### src/rtl/uart_loader.sv
module uart_loader #(
  parameter int IMEM_WORDS = 16,
  parameter int DMEM_WORDS = 4,
  parameter int CW         = 16
) (
  input  logic                          clk,
  input  logic                          rst_n,
  input  logic                          rx,
  output logic                          tx,
  input  logic [$clog2(IMEM_WORDS)-1:0] imem_ra,
  output logic [31:0]                   imem_rd,
  input  logic                          dmem_we,
  input  logic [$clog2(DMEM_WORDS)-1:0] dmem_wa,
  input  logic [31:0]                   dmem_wd,
  output logic                          core_rst_n,
  output logic                          led_rx,
  output logic                          led_tx,
  output logic                          led_prog,
  output logic                          led_rst
);
  localparam int IB  = IMEM_WORDS * 4;
  localparam int IAW = $clog2(IB);
  localparam int DB  = DMEM_WORDS * 4;
  localparam int DAW = $clog2(DB);
  localparam logic [CW-1:0] ONE = CW'(1);

  typedef enum logic [1:0] {AB_WAIT, AB_MEAS, AB_TAIL, AB_DONE} ab_t;
  typedef enum logic [1:0] {R_IDLE, R_START, R_DATA, R_STOP} rs_t;

  // input synchroniser and edge detection
  logic rx_m, rx_s, rx_q;
  always_ff @(posedge clk or negedge rst_n)
    if (!rst_n) {rx_m, rx_s, rx_q} <= 3'b111;
    else begin
      rx_m <= rx;
      rx_s <= rx_m;
      rx_q <= rx_s;
    end
  wire rx_fall = rx_q & ~rx_s;
  wire rx_edge = rx_q ^ rx_s;

  // rate measurement over the calibration byte
  ab_t         ab;
  logic [CW-1:0] ab_cnt, bitp;
  logic [2:0]  ab_edges;
  always_ff @(posedge clk or negedge rst_n)
    if (!rst_n) begin
      ab       <= AB_WAIT;
      ab_cnt   <= '0;
      ab_edges <= '0;
      bitp     <= '0;
    end else begin
      case (ab)
        AB_WAIT: if (rx_fall) begin
          ab_cnt   <= ONE;
          ab_edges <= '0;
          ab       <= AB_MEAS;
        end
        AB_MEAS: begin
          ab_cnt <= ab_cnt + ONE;
          if (rx_edge) begin
            if (ab_edges == 3'd7) begin
              bitp <= CW'((ab_cnt + CW'(4)) >> 3);
              ab   <= AB_TAIL;
            end else ab_edges <= ab_edges + 3'd1;
          end
        end
        AB_TAIL: if (rx_s) ab <= AB_DONE;
        default: ;
      endcase
    end
  wire ab_done = (ab == AB_DONE);
  wire [CW-1:0] half = bitp >> 1;

  // receiver
  rs_t         rs;
  logic [CW-1:0] rcnt;
  logic [2:0]  rbit;
  logic [7:0]  rsh;
  logic        rx_vld;
  always_ff @(posedge clk or negedge rst_n)
    if (!rst_n) begin
      rs     <= R_IDLE;
      rcnt   <= '0;
      rbit   <= '0;
      rsh    <= '0;
      rx_vld <= 1'b0;
    end else begin
      rx_vld <= 1'b0;
      case (rs)
        R_IDLE: if (ab_done && !rx_s) begin
          rcnt <= '0;
          rs   <= R_START;
        end
        R_START: begin
          rcnt <= rcnt + ONE;
          if (rcnt == half - ONE) begin
            rcnt <= '0;
            rbit <= '0;
            rs   <= rx_s ? R_IDLE : R_DATA;
          end
        end
        R_DATA: begin
          rcnt <= rcnt + ONE;
          if (rcnt == bitp - ONE) begin
            rcnt <= '0;
            rsh  <= {rx_s, rsh[7:1]};
            rbit <= rbit + 3'd1;
            if (rbit == 3'd7) rs <= R_STOP;
          end
        end
        default: begin
          rcnt <= rcnt + ONE;
          if (rcnt == bitp - ONE) begin
            rcnt   <= '0;
            rx_vld <= 1'b1;
            rs     <= R_IDLE;
          end
        end
      endcase
    end

  // image loader
  logic           prog;
  logic [IAW-1:0] waddr;
  logic [31:0]    imem [IMEM_WORDS];
  always_ff @(posedge clk or negedge rst_n)
    if (!rst_n) begin
      prog  <= 1'b1;
      waddr <= '0;
    end else if (rx_vld && prog) begin
      waddr <= waddr + IAW'(1);
      if (waddr == IAW'(IB - 1)) prog <= 1'b0;
    end
  always_ff @(posedge clk)
    if (rx_vld && prog) imem[waddr[IAW-1:2]][8*waddr[1:0] +: 8] <= rsh;
  assign imem_rd = imem[imem_ra];

  // data store
  logic [31:0] dmem [DMEM_WORDS];
  always_ff @(posedge clk)
    if (dmem_we) dmem[dmem_wa] <= dmem_wd;

  // readback transmitter
  logic           busy, pend;
  logic [DAW-1:0] tidx;
  logic [CW-1:0]  tcnt;
  logic [3:0]     tbit;
  logic [9:0]     tsh;
  wire trig = rx_vld & ~prog;
  wire go   = ~busy & (trig | pend);
  wire [DAW-1:0] ld_idx  = go ? '0 : tidx + DAW'(1);
  wire [7:0]     ld_byte = dmem[ld_idx[DAW-1:2]][8*ld_idx[1:0] +: 8];

  always_ff @(posedge clk or negedge rst_n)
    if (!rst_n) begin
      busy <= 1'b0;
      pend <= 1'b0;
      tidx <= '0;
      tcnt <= '0;
      tbit <= '0;
      tsh  <= '1;
    end else begin
      if (trig && busy) pend <= 1'b1;
      else if (go)      pend <= 1'b0;
      if (go) begin
        busy <= 1'b1;
        tidx <= '0;
        tcnt <= '0;
        tbit <= '0;
        tsh  <= {1'b1, ld_byte, 1'b0};
      end else if (busy) begin
        if (tcnt == bitp - ONE) begin
          tcnt <= '0;
          if (tbit == 4'd9) begin
            tbit <= '0;
            if (tidx == DAW'(DB - 1)) begin
              busy <= 1'b0;
              tsh  <= '1;
            end else begin
              tidx <= ld_idx;
              tsh  <= {1'b1, ld_byte, 1'b0};
            end
          end else begin
            tbit <= tbit + 4'd1;
            tsh  <= {1'b1, tsh[9:1]};
          end
        end else tcnt <= tcnt + ONE;
      end
    end

  assign tx         = tsh[0];
  assign core_rst_n = ~prog;
  assign led_prog   = prog;
  assign led_tx     = busy;
  assign led_rx     = (rs != R_IDLE);
  assign led_rst    = ~rst_n;

  assert_prog_sticky_R4: assert property (@(posedge clk) disable iff (!rst_n)
    !prog |=> !prog);
  assert_addr_frozen_R5: assert property (@(posedge clk) disable iff (!rst_n)
    !prog |=> $stable(waddr));
  assert_line_idle_R6: assert property (@(posedge clk) disable iff (!rst_n)
    !busy |-> tx);
  assert_no_dump_loading_R6: assert property (@(posedge clk) disable iff (!rst_n)
    prog |-> !busy);
  assert_start_confirmed_R7: assert property (@(posedge clk) disable iff (!rst_n)
    (rs == R_DATA && $past(rs) == R_START) |-> !$past(rx_s));
  assert_pending_served_R8: assert property (@(posedge clk) disable iff (!rst_n)
    (pend && !busy) |=> busy);
  assert_rx_after_rate_R2: assert property (@(posedge clk) disable iff (!rst_n)
    (rs != R_IDLE) |-> ab_done);
endmodule

### config.mk
export PLATFORM = sky130hd
export DESIGN_NAME = uart_loader
export DESIGN_NICKNAME = d
export VERILOG_FILES = /design/src/rtl/uart_loader.sv
export SDC_FILE = /design/constraint.sdc
export NUM_CORES = 1
export LEC_CHECK = 0
export ABC_AREA = 1
export BUFFER_PORTS_ARGS = -buffer_cell sky130_fd_sc_hd__buf_2
export CAP_MARGIN = 10
export CORE_ASPECT_RATIO = 1.25
export CORE_MARGIN = 1.5
export CORE_UTILIZATION = 35
export CTS_CLUSTER_SIZE = 28
export DETAILED_ROUTE_END_ITERATION = 16
export PLACE_DENSITY = 0.47
export SYNTH_ARGS = -nofsm -noshare
export SYNTH_HDL_FRONTEND = slang
export SYNTH_SLANG_ARGS = --single-unit
### constraint.sdc
create_clock -name clk -period 3.1 [get_ports clk]
set_input_delay 0.465 -clock clk [delete_from_list [all_inputs] [get_ports clk]]
set_output_delay 0.465 -clock clk [all_outputs]
set_load 0.01 [all_outputs]
After elaboration in Yosys (flattened, before gate mapping) --
Memory sizes are Yosys's and may differ from the RTL's. Index checks and enable logic that the tools add are counted.
Word-level totals: memory bits (read-only) 0, latch bits 0, register bits 110, memory bits (writable) 640, logic and storage cells 151, memories 2
Memory list:
- imem | words 16, width 32, rd ports 1, clocked after memory_dff 0, wr ports 1, line 126 | logic [31:0] imem [IMEM_WORDS];
- dmem | words 4, width 32, rd ports 1, clocked after memory_dff 0, wr ports 1, line 140 | logic [31:0] dmem [DMEM_WORDS];
Operators by class: $add $sub $neg 12, eq/ne operators 23, order comparisons 0, reduce and logical (&&, ||, !) cells 26, muxes and demuxes 56, $mul 0, divide/modulo/power cells 0, bitwise logic cells 9, shift-type cells 3
Operator list (count):
- 16-bit 2-to-1 mux | 7
- 16-bit case mux with 2 select lines | 2
- 16-bit by 1-bit adder with 16-bit output (second input constant) | 3
- 16-bit == test | 3
- 10-bit 2-to-1 mux | 4
- 4-bit 2-to-1 mux | 10
- 5-bit negation with 34-bit output | 1
- 8-bit by 34-bit variable shift with 32-bit output (first input constant) | 1
- 8-bit by 34-bit variable part select with 32-bit output | 1
- 32-bit 2-to-1 mux | 1
- 32-bit by 6-bit variable part select with 8-bit output | 1
- 2-bit 2-to-1 mux | 10
- 2-bit inequality test (second input constant) | 10
- 16-bit by 3-bit adder with 16-bit output (second input constant) | 1
- 3-bit 2-to-1 mux | 5
- 2-bit nonzero test | 7
- 13-bit by 1-bit subtractor with 14-bit output (second input constant) | 1
- 12-bit by 1-bit subtractor with 13-bit output (second input constant) | 1
- 1-bit 2-to-1 mux | 12
- 2-bit case mux with 3 select lines | 2
- 3-bit case mux with 2 select lines | 2
- 5-bit AND reduction | 2
- 9-bit 2-to-1 mux | 1
- 4-bit by 1-bit adder with 4-bit output (second input constant) | 2
- other kinds (19) | 39

Longest topological paths before layout --
Gate-level depths: netlist (run 1). An unclocked memory read counts as a cell.
depth in word-level cells 12, gate-level depth with buffers 19

Worst setup path after synthesis (run 1) --
Ideal clock, no wire load.
kind input port to flip-flop, start in dmem_wa[1], end mem dmem[0][0], enable pin, arrival time 2.745 ns, setup slack -0.106 ns, stages 1, buffers on the path 0, path through nor3_1
RTL lines:
- start, declared | line 13 | input logic [$clog2(DMEM_WORDS)-1:0] dmem_wa,
- end, declared | line 140
No word-level cell before the write port.

Worst setup path after layout (run 1) --
start reg bitp[0], end reg rx_vld
On the way: word-level cells in the longest chain between the ends 4
Ends and longest elaborated chain:
- start, declared | line 44 | logic [CW-1:0] ab_cnt, bitp;
- start signal, assigned | line 63 | bitp <= CW'((ab_cnt + CW'(4)) >> 3);
- 13-bit by 1-bit subtractor with 14-bit output | line 114 | if (rcnt == bitp - ONE) begin
- 16-bit == test | line 114
- 1-bit 2-to-1 mux | line 114
- 1-bit 2-to-1 mux | line 90 | case (rs)
- end signal, assigned | line 87 | rx_vld <= 1'b0;
- end signal, assigned | line 89 | rx_vld <= 1'b0;
- end signal, assigned | line 116 | rx_vld <= 1'b1;
- end, declared | line 80 | logic rx_vld;
No other way between the ends. A chain may end at the register's enable or synchronous reset.

==> results of run 1 <==
-- timing repair --
| item | 4_1_cts | 5_1_grt |
|---|---|---|
| endpoints found under the setup margin | 0 | 23 |
| endpoints found under the hold margin | 9 | 0 |
| gates resized for setup | 0 | 3 |
| hold buffers | 3 | 0 |
-- stage by stage --
step / hold WS [ns] / worst slack (ns) / std cells / TNS (ns) / power (mW)
3_5_place_dp: 0.351 / 0.182 / 4163 / 0 / 13.1
4_1_cts: 0.000122 / 0.173 / 4315 / 0 / 23.0
2_1_floorplan: 0.169 / -0.106 / 2869 / -6.64 / 12.5
6_report: 0.0388 / 0.322 / 4316 / 0 / 22.7
5_1_grt: 0.00713 / 0.0205 / 4316 / 0 / 23.6
3_3_place_gp: 0.349 / 0.164 / 4163 / 0 / 13.0
-- cells by family after synthesis --
kind of cell | Yosys count
multiplexers | 128
AO/OA/AOI/OAI | 670
XOR/XNOR | 41
adder cells (fa/ha/maj) | 26
AND/OR/NAND/NOR | 784
buffers and inverters | 471
flip-flops | 749
-- per-layer routing --
layer	wire (um)	share of wire, %	global-route usage [%]
met1	36700	42	21.9
met2	44600	52	32.5
met3	3110	3.6	2.80
met4	2080	2.4	5.24
met5	0	0	0
-- cell usage after synthesis, types with 6 or more instances --
cell type  number
nand3_1       149
o21ai_2         9
clkbuf_1       94
inv_1         325
o211ai_1      189
nand2_1       344
edfxtp_1      640
xnor2_1         7
a31oi_1         7
mux2i_1       128
buf_2          21
buf_1          15
a21oi_1       185
o21ai_0       254
inv_2           6
nor2_1        190
nor3_1         34
dfrtp_1        96
nand4_1        22
nor2_2          6
o21ai_1        10
dfstp_2        13
xor2_1         34
o22ai_1         6
ha_1           26
nor4_1          6
nor2_4          6
-- power by group through the flow --
stage	Combinational [mW]	Clock, mW	Sequential, mW
3_5_place_dp	1.70	0	11.4
4_1_cts	1.71	10.1	11.2
6_report	1.71	9.82	11.2
2_1_floorplan	1.12	0	11.3
5_1_grt	1.93	10.5	11.2
3_3_place_gp	1.65	0	11.4
-- worst paths after layout --
| check | end | slack, ns | from | depth (start not counted) |
|---|---|---|---|---|
| setup / recovery | rx_vld | 0.32 | bitp[0] | 10 |
| hold / removal | dmem[0][9] | 0.04 | dmem_wd[9] | 1 |
| setup reg to reg | rx_vld | 0.32 | bitp[0] | 10 |
| hold reg to reg | rx_s | 0.34 | rx_m | 0 |
| max in group asynchronous | rs[1] | 2.45 | rst_n | 2 |
| min in group asynchronous | tbit[0] | 0.11 | rst_n | 2 |
-- layout make-up --
type	count	area, um^2	share of cell area [%]
multi-input combinational	1649	9360	24.3
clock inverter	51	563	1.46
tap	1206	1510	3.91
inverter	333	1250	3.25
sequential	749	22000	57.0
timing repair buffer	230	1770	4.59
clock buffer	98	2120	5.51
-- flip-flops by register name, summed over array words and instances, names as in the netlist, 3 cells and up --
register / count
tidx: 4
dmem: 128
rsh: 8
waddr: 6
bitp: 13
tbit: 4
rcnt: 16
ab_cnt: 16
imem: 512
rbit: 3
ab_edges: 3
tsh: 9
tcnt: 16
-- critical path, stage by stage, from the launching register on --
cell	delay (ns)
dfrtp_1	0.42
inv_1	0.22
ha_1	0.32
nand2_1	0.14
nor2_2	0.22
nand3_1	0.18
nand3_1	0.12
nand2_1	0.11
a21oi_1	0.27
inv_1	0.10
nor4_1	0.52
==> metrics.csv, run 1 <==
stage,metric,value,unit
run_status,status,"finished, final reports clean",
worst_setup_path,cp-end-kind,flip-flop,
worst_setup_path,arrival,3.24,ns
worst_setup_path,required,3.56,ns
power,comb_power_share,7.5,%
yosys,synth.distinct_cells,53,
clocking,cts_buffer_depth,3,
worst_setup_path,cp-start-kind,flip-flop,
power,p_leak,14.3,nW
power,vdd_drop_max,0.000672,V
yosys,syn_area,33100,um^2
sta,slew_headroom,21.8,%
global_route,grt_pass1_vias,22031,
cells_and_area,layout-drive-gt1-share,13.2,%
global_route,gr-total-overflow,0,
job,drv_cap,0,
yosys,muxShareOfSynthArea,3.87,%
yosys,synthAdderAreaFrac,0.983,%
power,p_sw_share,23.4,%
drt,ant_nets,0,
global_route,grt_max_degree,98,
clocking,path_clk_slew,0.06,ns
sta,finClkSkew,0.0270,ns
min_path,worstHoldPathType,in2reg,
clocking,clock_insertion_delay_worst_skew,0.64,ns
sta,worstMarginPinSlew,1.17,ns
cells_and_area,synthToLayoutAreaGrowth,16.4,%
yosys,ys_warn_count,0,
sta,rsz0062_at_grt,no,
clocking,htree_num_levels,3,
yosys,yosys-top-cells-area,"edfxtp_1 (58%), dfrtp_1 (7.3%), o211ai_1 (4.3%)",
cells_and_area,final_area,38500,um^2
yosys,syn-num-nets,2937,
cells_and_area,mostFrequentLayoutCell,edfxtp_1,
yosys,synth-simple-area-share,10.4,%
drt,routed_wl,86.5,mm
worst_setup_path,worst-path-max-fanout,7,
worst_setup_path,critPathKind,reg2reg,
drt,drc_errors,0,
yosys,synth_compound_area_share,11.8,%
yosys,ys.flop_type,edfxtp_1,
power,power.switching,5.31,mW
global_route,grt_pass1_wl,133,mm
floorplanning,row_count,125,
yosys,synth_xor_area_share,1.08,%
place,globalplace.congestion,0.837,
clocking,numCtsBuffers,81,
power,p_per_area,590,nW/um^2
floorplanning,die_y,347,um
drt,viasPerCell,5.05,
yosys,synth_top_area_share,58.0,%
floorplanning,die_x,278,um
sta,setup_violations,0,
yosys,syn_avg_cell_area,11.5,um^2
cells_and_area,nFillCells,8850,
sta,hold_viol,0,
sta,max_freq,360,MHz
floorplanning,ioPinCount,80,
yosys,synth_top_family_by_area,compound AO/OA/AOI/OAI gates,
global_route,grtUsageTotal,17.9,%
yosys,yosysTopAreaCell,edfxtp_1,
floorplanning,coreArea,93400,um^2
cells_and_area,fin_util,41.3,%
yosys,ys_seq_area_share,66.3,%
drt,post_drt_wl_per_cell,20.0,um
place,port_buffers,79,
sta,period_share,89.6,%
global_route,antenna_found_initial,1,
power,clkPwrFrac,43.2,%
clocking,cts_tree,built,
sta,timing.final.crit_period,2.78,ns
place,place_area,35800,um^2
clocking,cts_sinks,749,
place,dp_hpwl,55.9,mm
drt,drtIter0Drc,1342,
power,cellInternalPower,17.4,mW
yosys,synthCells,2869,
drt,vias,21775,
clocking,clock-root-buffer,clkbuf_16,
floorplanning,die_area,96500,um^2
cells_and_area,mostFrequentLayoutCells,"edfxtp_1 (640), nand2_1 (343), inv_1 (324), o21ai_0 (254)",
yosys,async_flop_share,14.6,%
cells_and_area,layout.nets,3112,
yosys,synth_edf_count,640,
yosys,ys_ff_latch,749,
cells_and_area,antennaDiodeCount,0,
sta,slew_viol_final,0,
power,power_frac_seq,49.3,%
drt,firstDrtPassIters,7,
floorplanning,start_util,35.5,%
clocking,post_cts_buffers,0,
No activity file was read; power rests on OpenSTA's default activity.
==> inputs of run 2 (changes only) <==
--- a/config.mk
+++ b/config.mk
@@ -15,2 +15,3 @@
 export DETAILED_ROUTE_END_ITERATION = 16
+export GPL_ROUTABILITY_DRIVEN = 0
 export PLACE_DENSITY = 0.47
==> constraint.sdc (replaced) <==
create_clock -name clk -period 3.1 [get_ports clk]
set_input_delay 0.775 -clock clk [delete_from_list [all_inputs] [get_ports clk]]
set_output_delay 0.775 -clock clk [all_outputs]
set_load 0.01 [all_outputs]
==> metrics.csv, run 2 (same netlist as run 1, synthesis figures left out) <==
stage,metric,value,unit,change
job,drv_cap,0,,unchanged
clocking,clock-root-buffer,clkbuf_16,,
sta,setup_violations,0,,unchanged
power,p_per_area,578,nW/um^2,-2.0%
worst_setup_path,worst-path-max-fanout,30,,+23
clocking,numCtsBuffers,82,,+1.2%
cells_and_area,largest_reg_flops,512,,unchanged
sta,max_freq,337,MHz,-6.4%
cells_and_area,layout-drive-gt1-share,13.5,%,+0.32 points
floorplanning,die_x,278,um,unchanged
sta,period_share,95.7,%,+6.1 points
min_path,worstHoldPathType,in2async,,
clocking,cts_sinks,749,,unchanged
clocking,htree_num_levels,3,,unchanged
floorplanning,ioPinCount,80,,unchanged
drt,ant_nets,0,,unchanged
worst_setup_path,r2r_cells,5,,-5
floorplanning,die_y,347,um,unchanged
sta,worstMarginPinSlew,1.05,ns,-0.115 ns
cells_and_area,mostFrequentLayoutCells,"edfxtp_1 (640), nand2_1 (343), inv_1 (323), o21ai_0 (254)",,
run_status,status,"finished, final reports clean",,
worst_setup_path,critPathKind,in2out,,
sta,rsz0062_at_grt,no,,
floorplanning,die_area,96500,um^2,unchanged
cells_and_area,synthToLayoutAreaGrowth,16.3,%,
worst_setup_path,r2r-end,imem[6][6],,
worst_setup_path,r2r_setup_slack,0.29,ns,-0.03 ns
worst_setup_path,required,2.32,ns,-1.24 ns
drt,drtIter0Drc,1508,,+12%
sta,timing.final.crit_period,2.97,ns,+0.189 ns
global_route,grt_pass1_wl,130,mm,-1.8%
global_route,gr-total-overflow,0,,unchanged
clocking,cts_tree,built,,
floorplanning,start_util,35.5,%,unchanged
clocking,ctsHoldBuffers,0,,-3
place,port_buffers,79,,unchanged
clocking,clock_insertion_delay_worst_skew,0.63,ns,about the same
sta,slew_viol_final,0,,unchanged
drt,post_drt_wl_per_cell,19.7,um,-1.9%
global_route,grt_max_degree,63,,-36%
cells_and_area,layout.nets,3114,,+0.064%
worst_setup_path,arrival,2.19,ns,-1.05 ns
place,dpl.cell_count,4168,,+0.12%
drt,vias,21720,,-0.25%
floorplanning,row_count,125,,unchanged
cells_and_area,mostFrequentLayoutCell,edfxtp_1,,
worst_setup_path,cp-start-kind,input pin,,
sta,hold_viol,0,,unchanged
drt,firstDrtPassIters,5,,-2
clocking,path_clk_slew,0.06,ns,about the same
worst_setup_path,r2r-start,waddr[0],,
drt,routed_wl,85.0,mm,-1.8%
global_route,grt_pass1_vias,21766,,-1.2%
cells_and_area,nFillCells,8801,,-0.55%
global_route,grtUsageTotal,17.6,%,-0.35 points
floorplanning,coreArea,93400,um^2,unchanged
drt,drc_errors,0,,unchanged
sta,slew_headroom,29.5,%,+7.7 points
sta,worst_hold_slack,0.0397,ns,+0.000968 ns
clocking,cts_buffer_depth,3,,unchanged
sta,finClkSkew,0.0161,ns,-0.0110 ns
power,vdd_drop_max,0.000404,V,-40%
global_route,antenna_found_initial,2,,+1
worst_setup_path,cp-end-kind,output port,,
place,dp_hpwl,54.5,mm,-2.6%
power,p_leak,14.3,nW,about the same
drt,viasPerCell,5.03,,-0.32%
cells_and_area,instances_no_fill,4319,,+0.070%
-- run 2: report_power, final --
part / internal (mW) / switching, mW
combinational: 0.574 / 1.11
clock: 5.36 / 4.01
sequential: 11.0 / 0.143
-- run 2: area by class of cell --
cell class,instances,area [um^2],area share [%]
Inverter,333,1250,3.25
Timing Repair Buffer,231,1840,4.78
Antenna cell,2,5.00,0.0130
Clock buffer,105,2230,5.80
Tap cell,1206,1510,3.92
Sequential cell,749,22000,57.1
Clock inverter,44,335,0.871
Multi-Input combinational cell,1649,9360,24.3
-- run 2: timing repair --
action                                  CTS  global route
endpoints found under the setup margin    0            25
resized for setup                         0             3
endpoints found under the hold margin     0             0
buffers inserted                          0             0
-- run 2: metal layers --
metal	vias to the layer above	global-route usage (%)	part of all wire, %
met5	-	0	0.015
met4	2	5.33	2.4
met3	136	2.63	3.6
met2	361	31.6	52
met1	10646	21.7	42
li1	10575	-	-
-- run 2: worst max-delay path, stage by stage --
cell and delay (ns):
buf_8 0.32, buf_4 0.24, mux2i_1 0.18, o21ai_0 0.09, o211ai_1 0.19, nand2_1 0.19, buf_2 0.19
-- run 2: through the flow --
| stage | area [um^2] | power, mW | utilization, % | TNS (ns) | worst slack (ns) |
|---|---|---|---|---|---|
| 2_1_floorplan | 33100 | 12.5 | - | -26.48 | -0.416 |
| 3_3_place_gp | 35900 | 13.0 | 38.5 | 0 | 0.0959 |
| 3_5_place_dp | 35900 | 13.1 | 38.5 | 0 | 0.137 |
| 4_1_cts | 38500 | 22.6 | 41.2 | 0 | 0.130 |
| 5_1_grt | 38500 | 23.1 | 41.2 | 0 | 0.00249 |
| 6_report | 38500 | 22.2 | 41.2 | 0 | 0.133 |
-- run 2: worst max-delay path by stage --
stage | startpoint | endpoint | slack (ns) | cells after the start
CTS | imem_ra[0] | imem_rd[22] | 0.13 | 7
floorplan | dmem_wa[0] | dmem[2][0] | -0.42 | 1
global route | imem_ra[0] | imem_rd[20] | 0.002 | 7
finish | imem_ra[0] | imem_rd[25] | 0.13 | 7
detailed placement | imem_ra[0] | imem_rd[22] | 0.14 | 7
global placement | imem_ra[0] | imem_rd[22] | 0.1 | 7
==> inputs of run 3 (changes only) <==
RECOVER_POWER = 50   (was default)
clock period = 3.8 ns   (was 3.1 ns; I/O delays follow)
==> metrics.csv, run 3 (same netlist as run 1, synthesis figures left out) <==
stage,metric,value,unit,change
drt,ant_nets,0,,unchanged
sta,slew_headroom,-89.9,%,-120 points
clocking,htree_num_levels,3,,unchanged
floorplanning,die_area,96500,um^2,unchanged
clocking,cts_buffer_depth,3,,unchanged
clocking,cts_tree,built,,
cells_and_area,layout.nets,3089,,-0.80%
cells_and_area,mostFrequentLayoutCell,edfxtp_1,,
sta,finClkSkew,0.0229,ns,+0.00689 ns
sta,worstMarginPinSlew,2.85,ns,+1.79 ns
sta,period_share,92.8,%,
cells_and_area,largest_reg_flops,512,,unchanged
worst_setup_path,startpoint,imem_ra[0],,
sta,max_freq,284,MHz,
cells_and_area,layout-drive-gt1-share,9.76,%,-3.7 points
sta,rsz0062_at_grt,no,,
floorplanning,coreArea,93400,um^2,unchanged
sta,slew_viol_final,242,,+242
clocking,cts_sinks,749,,unchanged
sta,setup_violations,0,,unchanged
sta,hold_viol,0,,unchanged
cells_and_area,synthToLayoutAreaGrowth,15.3,%,
drt,post_drt_wl_per_cell,20.0,um,+1.5%
global_route,antenna_found_initial,1,,-1
drt,firstDrtPassIters,6,,+1
worst_setup_path,worst-path-max-fanout,56,,+87%
clocking,clock-root-buffer,clkbuf_16,,
global_route,grtUsageTotal,17.7,%,+0.13 points
clocking,clock_insertion_delay_worst_skew,0.63,ns,about the same
worst_setup_path,cp-end-kind,output port,,
floorplanning,start_util,35.5,%,unchanged
sta,worst_hold_slack,0.369,ns,+0.329 ns
floorplanning,die_x,278,um,unchanged
global_route,gr-total-overflow,0,,unchanged
clocking,post_cts_resized,0,,unchanged
drt,drc_errors,0,,unchanged
clocking,numCtsBuffers,80,,-2.4%
global_route,grt_max_degree,110,,+75%
worst_setup_path,r2r-start,led_prog,,
power,vdd_drop_max,0.000356,V,-12%
run_status,violations,"capacitance limit, slew limit",,
clocking,ctsHoldBuffers,0,,unchanged
drt,routed_wl,85.7,mm,+0.85%
cells_and_area,nFillCells,8894,,+1.1%
drt,viasPerCell,5.08,,+0.93%
sta,setup_ws,0.273,ns,+0.140 ns
place,pre_cts_slack,0.273,ns,+0.136 ns
place,port_buffers,79,,unchanged
sta,fin_tns_setup,0,ns,unchanged
drt,vias,21784,,+0.29%
power,p_per_area,489,nW/um^2,-15%
clocking,post_cts_buffers,0,,unchanged
floorplanning,row_count,125,,unchanged
worst_setup_path,required,2.85,ns,+0.53 ns
job,drv_cap,5,,+5
clocking,path_clk_slew,0.06,ns,about the same
min_path,worstHoldPathType,reg2reg,,
sta,timing.final.crit_period,3.53,ns,
global_route,grt_pass1_vias,21750,,-0.074%
floorplanning,die_y,347,um,unchanged
drt,drtIter0Drc,1420,,-5.8%
floorplanning,ioPinCount,80,,unchanged
worst_setup_path,arrival,2.58,ns,+0.39 ns
worst_setup_path,critPathKind,in2out,,
cells_and_area,mostFrequentLayoutCells,"edfxtp_1 (640), nand2_1 (343), inv_1 (325), o21ai_0 (255)",,
min_path,hp-start,rx_m,,
run_status,status,"complete, but fails checks",,
worst_setup_path,cp-start-kind,input pin,,
power,p_leak,13.9,nW,-2.8%
global_route,grt_pass1_wl,131,mm,+0.56%
place,dp_hpwl,54.7,mm,+0.41%
## run 3: final timing paths
| kind | end | slack (ns) | depth (start not counted) |
|---|---|---|---|
| worst max-delay path | imem_rd[19] | 0.27 | 7 |
| worst max register to register | tsh[3] | 0.41 | 14 |
| worst min register to register | rx_s | 0.37 | 0 |
| worst min-delay path | rx_s | 0.37 | 0 |
| max in group asynchronous | rcnt[11] | 0.72 | 2 |
| min in group asynchronous | ab_cnt[12] | 1.43 | 2 |
## run 3: layer usage
metal / vias up / global-route usage (%) / share of wire (%)
met5: - / 0 / 0
met4: 0 / 5.05 / 2.3
met2: 365 / 32.5 / 52
met3: 120 / 2.55 / 3.5
li1: 10518 / - / -
met1: 10781 / 21.4 / 42
## run 3: critical path: stages
cell and delay [ns]:
buf_8 0.40, buf_4 0.38, mux2i_1 0.22, o21ai_0 0.10, o211ai_1 0.19, nand2_1 0.13
buf_2 0.16
## run 3: layout make-up
cell class	instances	area (um^2)	area share, %
flip-flops and latches	749	22000	57.5
repair buffers	208	1380	3.61
well taps	1206	1510	3.95
clock buffers	111	2260	5.93
diodes	1	2.50	0.00655
inverters	333	1250	3.28
multi-input cells	1649	9310	24.4
clock inverters	35	499	1.31
## run 3: report_power, final
part	leakage (nW)	internal [mW]	switching [mW]
combinational	6.43	0.448	0.907
clock	1.35	4.99	3.19
sequential	6.15	9.01	0.120
total	13.9	14.4	4.22
## run 3: per-stage QoR
step           util [%]  power, mW  instances  area, um^2
3_5_place_dp       38.2       10.7       4145       35700
3_3_place_gp       38.2       10.6       4145       35700
2_1_floorplan         -       10.2       2869       33100
6_report           40.9       18.7       4292       38200
4_1_cts            41.2       18.9       4291       38400
5_1_grt            40.9       19.4       4291       38200
